`src/rtl/smii_rx_pkg.sv`:
```
package smii_rx_pkg;

  // One serial segment, packed so that slot k of the line is bit k.
  localparam int SEG_LEN  = 10;
  localparam int BYTE_W   = 8;
  localparam int STATUS_W = 7;

  typedef struct packed {
    logic [BYTE_W-1:0] payload; // slots 2..9
    logic              dv;      // slot 1
    logic              cs;      // slot 0
  } seg_t;

  // Status flag positions inside the payload (decoded by the MAC).
  localparam int ST_PREV_ERR   = 0;
  localparam int ST_SPEED      = 1;
  localparam int ST_DUPLEX     = 2;
  localparam int ST_LINK       = 3;
  localparam int ST_JABBER     = 4;
  localparam int ST_UPPER_OK   = 5;
  localparam int ST_FALSE_CARR = 6;

endpackage

```
`src/rtl/smii_rx_timing.sv`:
```
// Slot counter, sync strobe generation and 10 Mb/s group selection.
module smii_rx_timing #(
  parameter int SEG_LEN = 10,
  parameter int REPEAT  = 10,
  localparam int POS_W  = (SEG_LEN > 1) ? $clog2(SEG_LEN) : 1,
  localparam int GRP_W  = (REPEAT > 1) ? $clog2(REPEAT) : 1
) (
  input  logic             clk,
  input  logic             rst,
  input  logic             speed_100,
  output logic             sync,
  output logic             run,
  output logic [POS_W-1:0] slot,
  output logic             seg_end,
  output logic             seg_take
);

  localparam logic [POS_W-1:0] LAST_SLOT = POS_W'(SEG_LEN - 1);
  localparam logic [GRP_W-1:0] LAST_GRP  = GRP_W'(REPEAT - 1);

  logic             sync_q;
  logic             run_q;
  logic [POS_W-1:0] slot_q;
  logic [GRP_W-1:0] grp_q;
  logic             at_last;

  assign at_last = (slot_q == LAST_SLOT);

  always_ff @(posedge clk) begin
    if (rst) begin
      run_q  <= 1'b0;
      sync_q <= 1'b0;
      slot_q <= '0;
      grp_q  <= '0;
    end else if (!run_q) begin
      // First edge after reset opens slot 0 of the first segment.
      run_q  <= 1'b1;
      sync_q <= 1'b1;
      slot_q <= '0;
    end else begin
      sync_q <= at_last;
      slot_q <= at_last ? '0 : slot_q + POS_W'(1);
      if (at_last) begin
        if (speed_100)
          grp_q <= '0;
        else
          grp_q <= (grp_q == LAST_GRP) ? '0 : grp_q + GRP_W'(1);
      end
    end
  end

  assign sync     = sync_q;
  assign run      = run_q;
  assign slot     = slot_q;
  assign seg_end  = run_q && at_last;
  assign seg_take = seg_end && (speed_100 || (grp_q == '0));

endmodule

```
`src/rtl/smii_rx_capture.sv`:
```
// Per-slot capture flops; the final slot is taken straight from the line.
module smii_rx_capture #(
  parameter int SEG_LEN = 10,
  localparam int POS_W  = (SEG_LEN > 1) ? $clog2(SEG_LEN) : 1
) (
  input  logic               clk,
  input  logic               rst,
  input  logic               run,
  input  logic [POS_W-1:0]   slot,
  input  logic               rxd_p,
  output logic [SEG_LEN-1:0] seg_word
);

  logic [SEG_LEN-2:0] held;

  for (genvar i = 0; i < SEG_LEN - 1; i++) begin : g_slot
    always_ff @(posedge clk) begin
      if (rst)
        held[i] <= 1'b0;
      else if (run && (slot == POS_W'(i)))
        held[i] <= rxd_p;
    end
  end

  assign seg_word = {rxd_p, held};

endmodule

```
`src/rtl/smii_rx_decode.sv`:
```
// Splits an accepted segment into byte delivery or status update.
module smii_rx_decode
  import smii_rx_pkg::*;
(
  input  logic                clk,
  input  logic                rst,
  input  logic                seg_take,
  input  seg_t                seg,
  output logic                rx_valid,
  output logic [BYTE_W-1:0]   rx_byte,
  output logic                crs,
  output logic [STATUS_W-1:0] phy_status
);

  always_ff @(posedge clk) begin
    if (rst) begin
      rx_valid   <= 1'b0;
      rx_byte    <= '0;
      crs        <= 1'b0;
      phy_status <= '0;
    end else begin
      rx_valid <= seg_take && seg.dv;
      if (seg_take) begin
        crs <= seg.cs;
        if (seg.dv)
          rx_byte <= seg.payload;
        else
          phy_status <= seg.payload[STATUS_W-1:0];
      end
    end
  end

endmodule

```
`src/rtl/smii_rx_deser.sv`:
```
module smii_rx_deser
  import smii_rx_pkg::*;
#(
  parameter int REPEAT = 10
) (
  input  logic                clk,
  input  logic                rst,
  input  logic                speed_100,
  input  logic                rxd_p,
  output logic                sync,
  output logic                rx_valid,
  output logic [BYTE_W-1:0]   rx_byte,
  output logic                crs,
  output logic [STATUS_W-1:0] phy_status
);

  localparam int POS_W = $clog2(SEG_LEN);

  logic             run;
  logic [POS_W-1:0] slot;
  logic             seg_end;
  logic             seg_take;
  logic [SEG_LEN-1:0] seg_word;
  seg_t             seg;

  smii_rx_timing #(.SEG_LEN(SEG_LEN), .REPEAT(REPEAT)) u_timing (
    .clk      (clk),
    .rst      (rst),
    .speed_100(speed_100),
    .sync     (sync),
    .run      (run),
    .slot     (slot),
    .seg_end  (seg_end),
    .seg_take (seg_take)
  );

  smii_rx_capture #(.SEG_LEN(SEG_LEN)) u_capture (
    .clk     (clk),
    .rst     (rst),
    .run     (run),
    .slot    (slot),
    .rxd_p   (rxd_p),
    .seg_word(seg_word)
  );

  assign seg = seg_t'(seg_word);

  smii_rx_decode u_decode (
    .clk       (clk),
    .rst       (rst),
    .seg_take  (seg_take),
    .seg       (seg),
    .rx_valid  (rx_valid),
    .rx_byte   (rx_byte),
    .crs       (crs),
    .phy_status(phy_status)
  );

  logic unused_end;
  assign unused_end = seg_end;

endmodule

```
`config.mk`:
```
export PLATFORM = sky130hd
export DESIGN_NAME = smii_rx_deser
export DESIGN_NICKNAME = d
export VERILOG_FILES = /design/src/rtl/smii_rx_pkg.sv /design/src/rtl/smii_rx_timing.sv /design/src/rtl/smii_rx_capture.sv /design/src/rtl/smii_rx_decode.sv /design/src/rtl/smii_rx_deser.sv
export SDC_FILE = /design/constraint.sdc
export NUM_CORES = 1
export LEC_CHECK = 0
export BUFFER_PORTS_ARGS = -buffer_cell sky130_fd_sc_hd__buf_2
export CORE_ASPECT_RATIO = 1.75
export CORE_MARGIN = 10
export CORE_UTILIZATION = 50
export CTS_BUF_LIST = sky130_fd_sc_hd__clkbuf_16
export DETAILED_ROUTE_END_ITERATION = 8
export GPL_TIMING_DRIVEN = 0
export MAX_ROUTING_LAYER = met4
export PLACE_DENSITY = 0.74
export SETUP_SLACK_MARGIN = 0.1
export SLEW_MARGIN = 20
export SYNTH_ARGS = -nofsm -noshare
export SYNTH_HDL_FRONTEND = slang
export SYNTH_SLANG_ARGS = --single-unit
```
`constraint.sdc`:
```
create_clock -name clk -period 1.6 [get_ports clk]
set_input_delay 0.16 -clock clk [delete_from_list [all_inputs] [get_ports clk]]
set_output_delay 0.16 -clock clk [all_outputs]
set_load 0.05 [all_outputs]
```
==> impl_metrics.py, run 1 <==
metrics = {
    "placed_design": {
        "place_hpwl_microns": 2600,
        "dp_cells": 232,
        "port_buffers": 19,
        "gp_congestion": 0.861,
        "placed_cell_area_sq_mm": 0.00176,
    },
    "clock_tree": {
        "clock-sinks": 36,
        "cts_max_level": 2,
        "clk_pin_slew_ns": 0.06,
        "numCtsBuffers": 5,
        "cts_tree": "done",
        "clk_latency_ns": 0.28,
        "postCtsHoldBufs": 0,
        "ctsRootBufferMaster": "clkbuf_16",
        "clock_path_buffers": 2,
    },
    "synth": {
        "synth-async-reset-ratio": 0,
        "synth_cell_types": 29,
        "yosys-top-cells-area": "dfxtp_1 46%, mux2i_1 13%, nand2_1 7.6%, ha_1 5.6%, nand4_1 3.2%",
        "yosysWarnings": 0,
        "yosysSeqAreaShare": 0.458,
        "synth_nets": 182,
        "syn_area_sq_mm": 0.00158,
        "synth_seq_cells": 36,
        "synth_largest_area_cell": "dfxtp_1",
        "synthFlopType": "dfxtp_1",
        "synth_edf_count": 0,
        "synth_top_area_frac": 0.458,
        "syn_inst": 171,
        "avgSynthCellArea_sq_um": 9.21,
    },
    "grt": {
        "antenna_found_initial": 0,
        "grt_pass1_wl_microns": 6330,
        "track_usage": 0.134,
        "gr-total-overflow": 0,
        "first_global_vias": 1358,
        "grt_max_degree": 13,
    },
    "finish": {
        "layout_common_cells": "32 x nand2_1, 32 x dfxtp_1, 21 x mux2i_1",
        "syn_to_final_growth_pct": 29.8,
        "final_cells": 250,
        "nets": 218,
        "final_cell_area_sq_mm": 0.00204,
        "diodes": 0,
        "drive_above_1_share": 0.264,
    },
    "floorplan": {
        "core_sq_mm": 0.00296,
        "io_pins": 22,
        "rows": 26,
        "dieArea_sq_mm": 0.00588,
        "initial_core_util": 0.532,
        "die_h_microns": 94.3,
        "die_w_microns": 62.4,
    },
    "power": {
        "ir_drop_v": 0.000916,
        "p_leak_nw": 0.902,
        "power_density_mw_per_mm2": 1020,
    },
    "routing": {
        "drt-total-wl_microns": 3620,
        "ant_nets": 0,
        "met1_length_microns": 1410,
        "vias": 1310,
        "drt_drc_violations_left": 0,
        "wire_per_inst_microns": 14.5,
        "drt-initial-drc-count": 33,
        "highest_layer": "met4",
        "vias_per_cell": 5.24,
        "wl_met2_microns": 1910,
        "drt_pre_antenna_iters": 5,
        "wl_met3_microns": 161,
    },
    "timing": {
        "fin_skew_ns": 0.00420,
        "worstMarginPinSlew_ns": 0.491,
        "hold_violations": 0,
        "rsz0062_at_grt": "true",
        "slew_headroom": 0.673,
        "report.final.slew_viol_count": 0,
        "period_share": 0.997,
        "setup_viol": 0,
        "timing.fmax_ghz": 0.627,
        "period_needed_ns": 1.60,
    },
    "worst_setup_path": {
        "rr_worst_depth": 6,
        "arrival_ns": 1.81,
        "crit_family": "simple AND/OR/NAND/NOR gates",
        "slowest_delay_ns": 0.39,
        "path_class": "reg -> reg",
        "cp-start-kind": "flop",
        "worstPathRequired_ns": 1.81,
        "critical_path.slowest_cell": "or3b_4",
        "cp.depth": 6,
        "crit_path_max_fanout": 7,
        "path_buf_inv": 2,
        "crit_chain": "inv_2 -> ha_4 -> or3b_4 -> a211oi_4 -> buf_12 -> mux2i_1",
        "end_kind": "flop",
    },
    "flow_run": {
        "cap_viol_max_count": 0,
    },
    "hold_path": {
        "hold_depth": 2,
        "hp-class": "in -> reg",
    },
    "run_status": {
        "status": "complete, no violations",
    },
}
[Yosys cell counts (2+ instances only)]
cell type	number
dfxtp_1	36
nand2_1	32
mux2i_1	21
nor2_1	12
a21oi_1	9
nand4_1	8
ha_1	7
inv_1	7
clkbuf_1	6
nand4b_1	5
o21ai_0	5
nand3_1	3
buf_1	2
buf_2	2
nand3b_1	2
[final timing paths]
| path | from | end | slack, ns |
|---|---|---|---|
| max reg2reg | u_timing.grp_q[1] | u_decode.rx_byte[4] | 0.004 |
| max | u_timing.grp_q[1] | u_decode.rx_byte[4] | 0.004 |
| min reg2reg | u_decode.phy_status[0] | u_decode.phy_status[0] | 0.45 |
| min | rst | u_capture.seg_word[1] | 0.24 |
[cells by family (layout without fill, tap and decap cells)]
group | Yosys count | after routing | synth area share
AOI/OAI and AO/OA | 18 | 18 | 0.0739
xor gates and xnor gates | 2 | 2 | 0.0111
adders and majority gates | 7 | 7 | 0.0556
buffers and inverters | 18 | 55 | 0.0445
DFF | 36 | 36 | 0.458
muxes | 21 | 21 | 0.133
and+or+nand+nor | 69 | 69 | 0.224
[cell type report]
class	instances	area, sq um
Fill cell	247	916
Timing Repair Buffer	29	183
Sequential cell	36	731
Clock inverter	3	42.5
Clock buffer	5	125
Inverter	8	32.5
Multi-Input combinational cell	117	832
Tap cell	42	52.6
Buffer	10	46.3
[metal layers]
metal / vias to the layer above / GRT usage
met5: - / -
met4: 0 / 0.0693
met3: 13 / 0.0382
met2: 33 / 0.234
met1: 609 / 0.132
li1: 655 / -
[where the power goes]
part	total, mW	internal [mW]	switching (mW)
sequential	0.908	0.903	0.00555
combinational	0.0797	0.0210	0.0587
clock	1.09	0.730	0.363
total	2.08	1.65	0.427
[sequential cells by signal (all words and copies together), names as in the netlist]
name,cells
u_capture.seg_word,9
u_decode.crs,1
u_decode.phy_status,7
u_decode.rx_byte,8
u_decode.rx_valid,1
u_timing.grp_q,4
u_timing.run,1
u_timing.slot,4
u_timing.sync,1
[per-stage QoR]
| stage | hold WS [ns] | util | TNS, ns | power (mW) | setup slack [ns] |
|---|---|---|---|---|---|
| 2_1_floorplan | 0.364 | - | 0 | 0.980 | 0.0156 |
| 3_3_place_gp | 0.439 | 0.594 | -0.872 | 0.998 | -0.107 |
| 3_5_place_dp | 0.449 | 0.594 | -1.74 | 1.00 | -0.138 |
| 4_1_cts | 0.234 | 0.681 | -0.0157 | 2.09 | -0.0157 |
| 5_1_grt | 0.257 | 0.691 | -0.373 | 2.16 | -0.0821 |
| 6_report | 0.235 | 0.691 | 0 | 2.08 | 0.00421 |
[worst register-to-register path, stage by stage, from the launching register on]
cell and delay [ns]:
dfxtp_2 0.33, inv_2 0.08, ha_4 0.13, or3b_4 0.39, a211oi_4 0.24, buf_12 0.16, mux2i_1 0.19
[repair_timing]
item | 4_1_cts | 5_1_grt
pin swaps | 2 | 3
setup buffers | 8 | 2
setup endpoints to repair | 20 | 16
gates resized for setup | 7 | 5
No activity file was read; power rests on OpenSTA's default activity.
==> run 2: changes to the inputs <==
--- a/config.mk
+++ b/config.mk
@@ -9,11 +9,11 @@
 export CORE_ASPECT_RATIO = 1.75
 export CORE_MARGIN = 10
 export CORE_UTILIZATION = 50
-export CTS_BUF_LIST = sky130_fd_sc_hd__clkbuf_16
 export DETAILED_ROUTE_END_ITERATION = 8
 export GPL_TIMING_DRIVEN = 0
 export MAX_ROUTING_LAYER = met4
 export PLACE_DENSITY = 0.74
+export REMOVE_ABC_BUFFERS = 1
 export SETUP_SLACK_MARGIN = 0.1
 export SLEW_MARGIN = 20
 export SYNTH_ARGS = -nofsm -noshare
==> run 2 against run 1 <==
Compared with the run above: setup slack worse by 0.0037 ns; sequential power is 0.9% higher; clock skew is 0.0029 ns higher; highest routed layer unchanged; critical path type unchanged; hold slack worse by 0.020 ns; largest power group unchanged; final cell count is 4.0% lower.
==> impl_metrics.py, run 2 (synthesis results as in run 1) <==
metrics = {
    "hold_path": {
        "holdCritStartpoint": "rxd_p",
        "min_to": "u_capture.seg_word[3]",
        "hp-class": "in -> reg",
        "hold_depth": 3,
    },
    "worst_setup_path": {
        "r2r_setup_slack_ns": 0.0005,
        "crit_path_max_fanout": 7,
        "critical_path.slowest_cell": "or3b_4",
        "timing.rr.start": "u_timing.grp_q[1]",
        "worstPathRequired_ns": 1.82,
        "reg2reg_to": "u_decode.rx_byte[4]",
        "cp-start-kind": "flop",
        "path_class": "reg -> reg",
        "crit_chain": "inv_2 -> ha_4 -> or3b_4 -> a211oi_4 -> buf_12 -> mux2i_1",
        "slowest_delay_ns": 0.39,
        "rr_worst_depth": 6,
        "end_kind": "flop",
        "arrival_ns": 1.82,
    },
    "routing": {
        "wire_per_inst_microns": 14.2,
        "drt_drc_violations_left": 0,
        "drt_pre_antenna_iters": 5,
        "ant_nets": 0,
        "drt-total-wl_microns": 3410,
        "vias_per_cell": 5.37,
        "vias": 1289,
        "drt-initial-drc-count": 55,
    },
    "timing": {
        "fin_skew_ns": 0.00708,
        "setup_viol": 0,
        "timing.final.ws_setup_ns": 0.000520,
        "rsz0062_at_grt": "true",
        "hold_violations": 0,
        "worstMarginPinSlew_ns": 0.423,
        "timing.fmax_ghz": 0.625,
        "hold_ws_ns": 0.215,
        "period_needed_ns": 1.60,
        "period_share": 1.00,
        "slew_headroom": 0.717,
        "report.final.slew_viol_count": 0,
    },
    "flow_run": {
        "cap_viol_max_count": 0,
    },
    "floorplan": {
        "core_sq_mm": 0.00296,
        "io_pins": 22,
        "rows": 26,
        "die_h_microns": 94.3,
        "dieArea_sq_mm": 0.00588,
        "initial_core_util": 0.532,
        "die_w_microns": 62.4,
    },
    "grt": {
        "grt_max_degree": 28,
        "antenna_found_initial": 0,
        "first_global_vias": 1344,
        "track_usage": 0.124,
        "gr-total-overflow": 0,
        "grt_pass1_wl_microns": 5950,
    },
    "clock_tree": {
        "clk_latency_ns": 0.29,
        "cts_tree": "done",
        "ctsRootBufferMaster": "clkbuf_8",
        "numCtsBuffers": 5,
        "clock-sinks": 36,
        "clock_path_buffers": 2,
        "cts_max_level": 2,
        "clk_pin_slew_ns": 0.08,
        "postCtsHoldBufs": 0,
    },
    "finish": {
        "syn_to_final_growth_pct": 26.0,
        "diodes": 0,
        "final_cell_area_sq_mm": 0.00198,
        "layout_common_cells": "32 x nand2_1, 30 x dfxtp_1, 21 x mux2i_1, 21 x buf_2, 12 x nor2_1",
        "largest_register_ffs": 9,
        "drive_above_1_share": 0.283,
        "nets": 208,
        "final_common_cell": "nand2_1",
    },
    "placed_design": {
        "gp_congestion": 0.877,
        "place_hpwl_microns": 2310,
        "placed_cell_area_sq_mm": 0.00169,
        "port_buffers": 21,
        "pre_cts_ws_ns": -0.293,
    },
    "power": {
        "p_leak_nw": 0.855,
        "power_density_mw_per_mm2": 1050,
        "power.total_mw": 2.09,
        "ir_drop_v": 0.00101,
    },
    "run_status": {
        "status": "complete, no violations",
    },
}
run 2: repair_timing:
item,4_1_cts,5_1_grt
buffers inserted,5,3
pin swaps,2,1
resized for setup,13,5
setup endpoints to repair,15,21
run 2: power by group:
| group | switching [mW] | internal (mW) |
|---|---|---|
| combinational | 0.0480 | 0.0165 |
| clock | 0.331 | 0.780 |
| sequential | 0.0121 | 0.904 |
| total | 0.391 | 1.70 |
run 2: cell type report:
class                   count  area, sq um
inverters                   8         33.8
repair buffers             29          178
flip-flops and latches     36          728
clock inverters             3         90.1
multi-input cells         117          833
clock buffers               5         68.8
well taps                  42         52.6
fillers                   223          976
run 2: worst max-delay path by stage:
stage | from | to | slack [ns] | cells after the start
2_1_floorplan | u_timing.grp_q[0] | u_decode.rx_byte[0] | -0.05 | 5
3_3_place_gp | u_timing.slot[0] | u_decode.rx_byte[2] | -0.22 | 4
3_5_place_dp | u_timing.slot[0] | u_decode.rx_byte[4] | -0.29 | 4
4_1_cts | u_timing.grp_q[1] | u_decode.rx_byte[4] | 0.02 | 6
5_1_grt | u_timing.grp_q[1] | u_decode.rx_byte[7] | -0.09 | 6
6_report | u_timing.grp_q[1] | u_decode.rx_byte[4] | 0.0005 | 6
run 2: critical path, delay by kind of cell, from the launching register on:
kind | cells | cell delay [ns]
simple gates | 1 | 0.39
flops | 1 | 0.33
compound gates | 1 | 0.26
buf+inv | 2 | 0.24
mux | 1 | 0.18
fa+ha+maj | 1 | 0.13
run 2: through the flow:
stage                     TNS (ns)  utilization  cells
after floorplan             -0.323            -    161
after global placement       -2.05        0.572    224
after detailed placement     -2.77        0.572    224
after CTS                        0        0.658    237
after global routing        -0.484        0.670    240
final                            0        0.670    240
run 2: routing by layer:
layer | vias to the layer above | global-route usage | wire (microns) | share of wire
met5 | - | - | 0 | 0
met1 | 612 | 0.115 | 1360 | 0.40
met3 | 4 | 0.0382 | 151 | 0.044
li1 | 641 | - | - | -
met2 | 32 | 0.234 | 1860 | 0.54
met4 | 0 | 0.0468 | 40 | 0.012
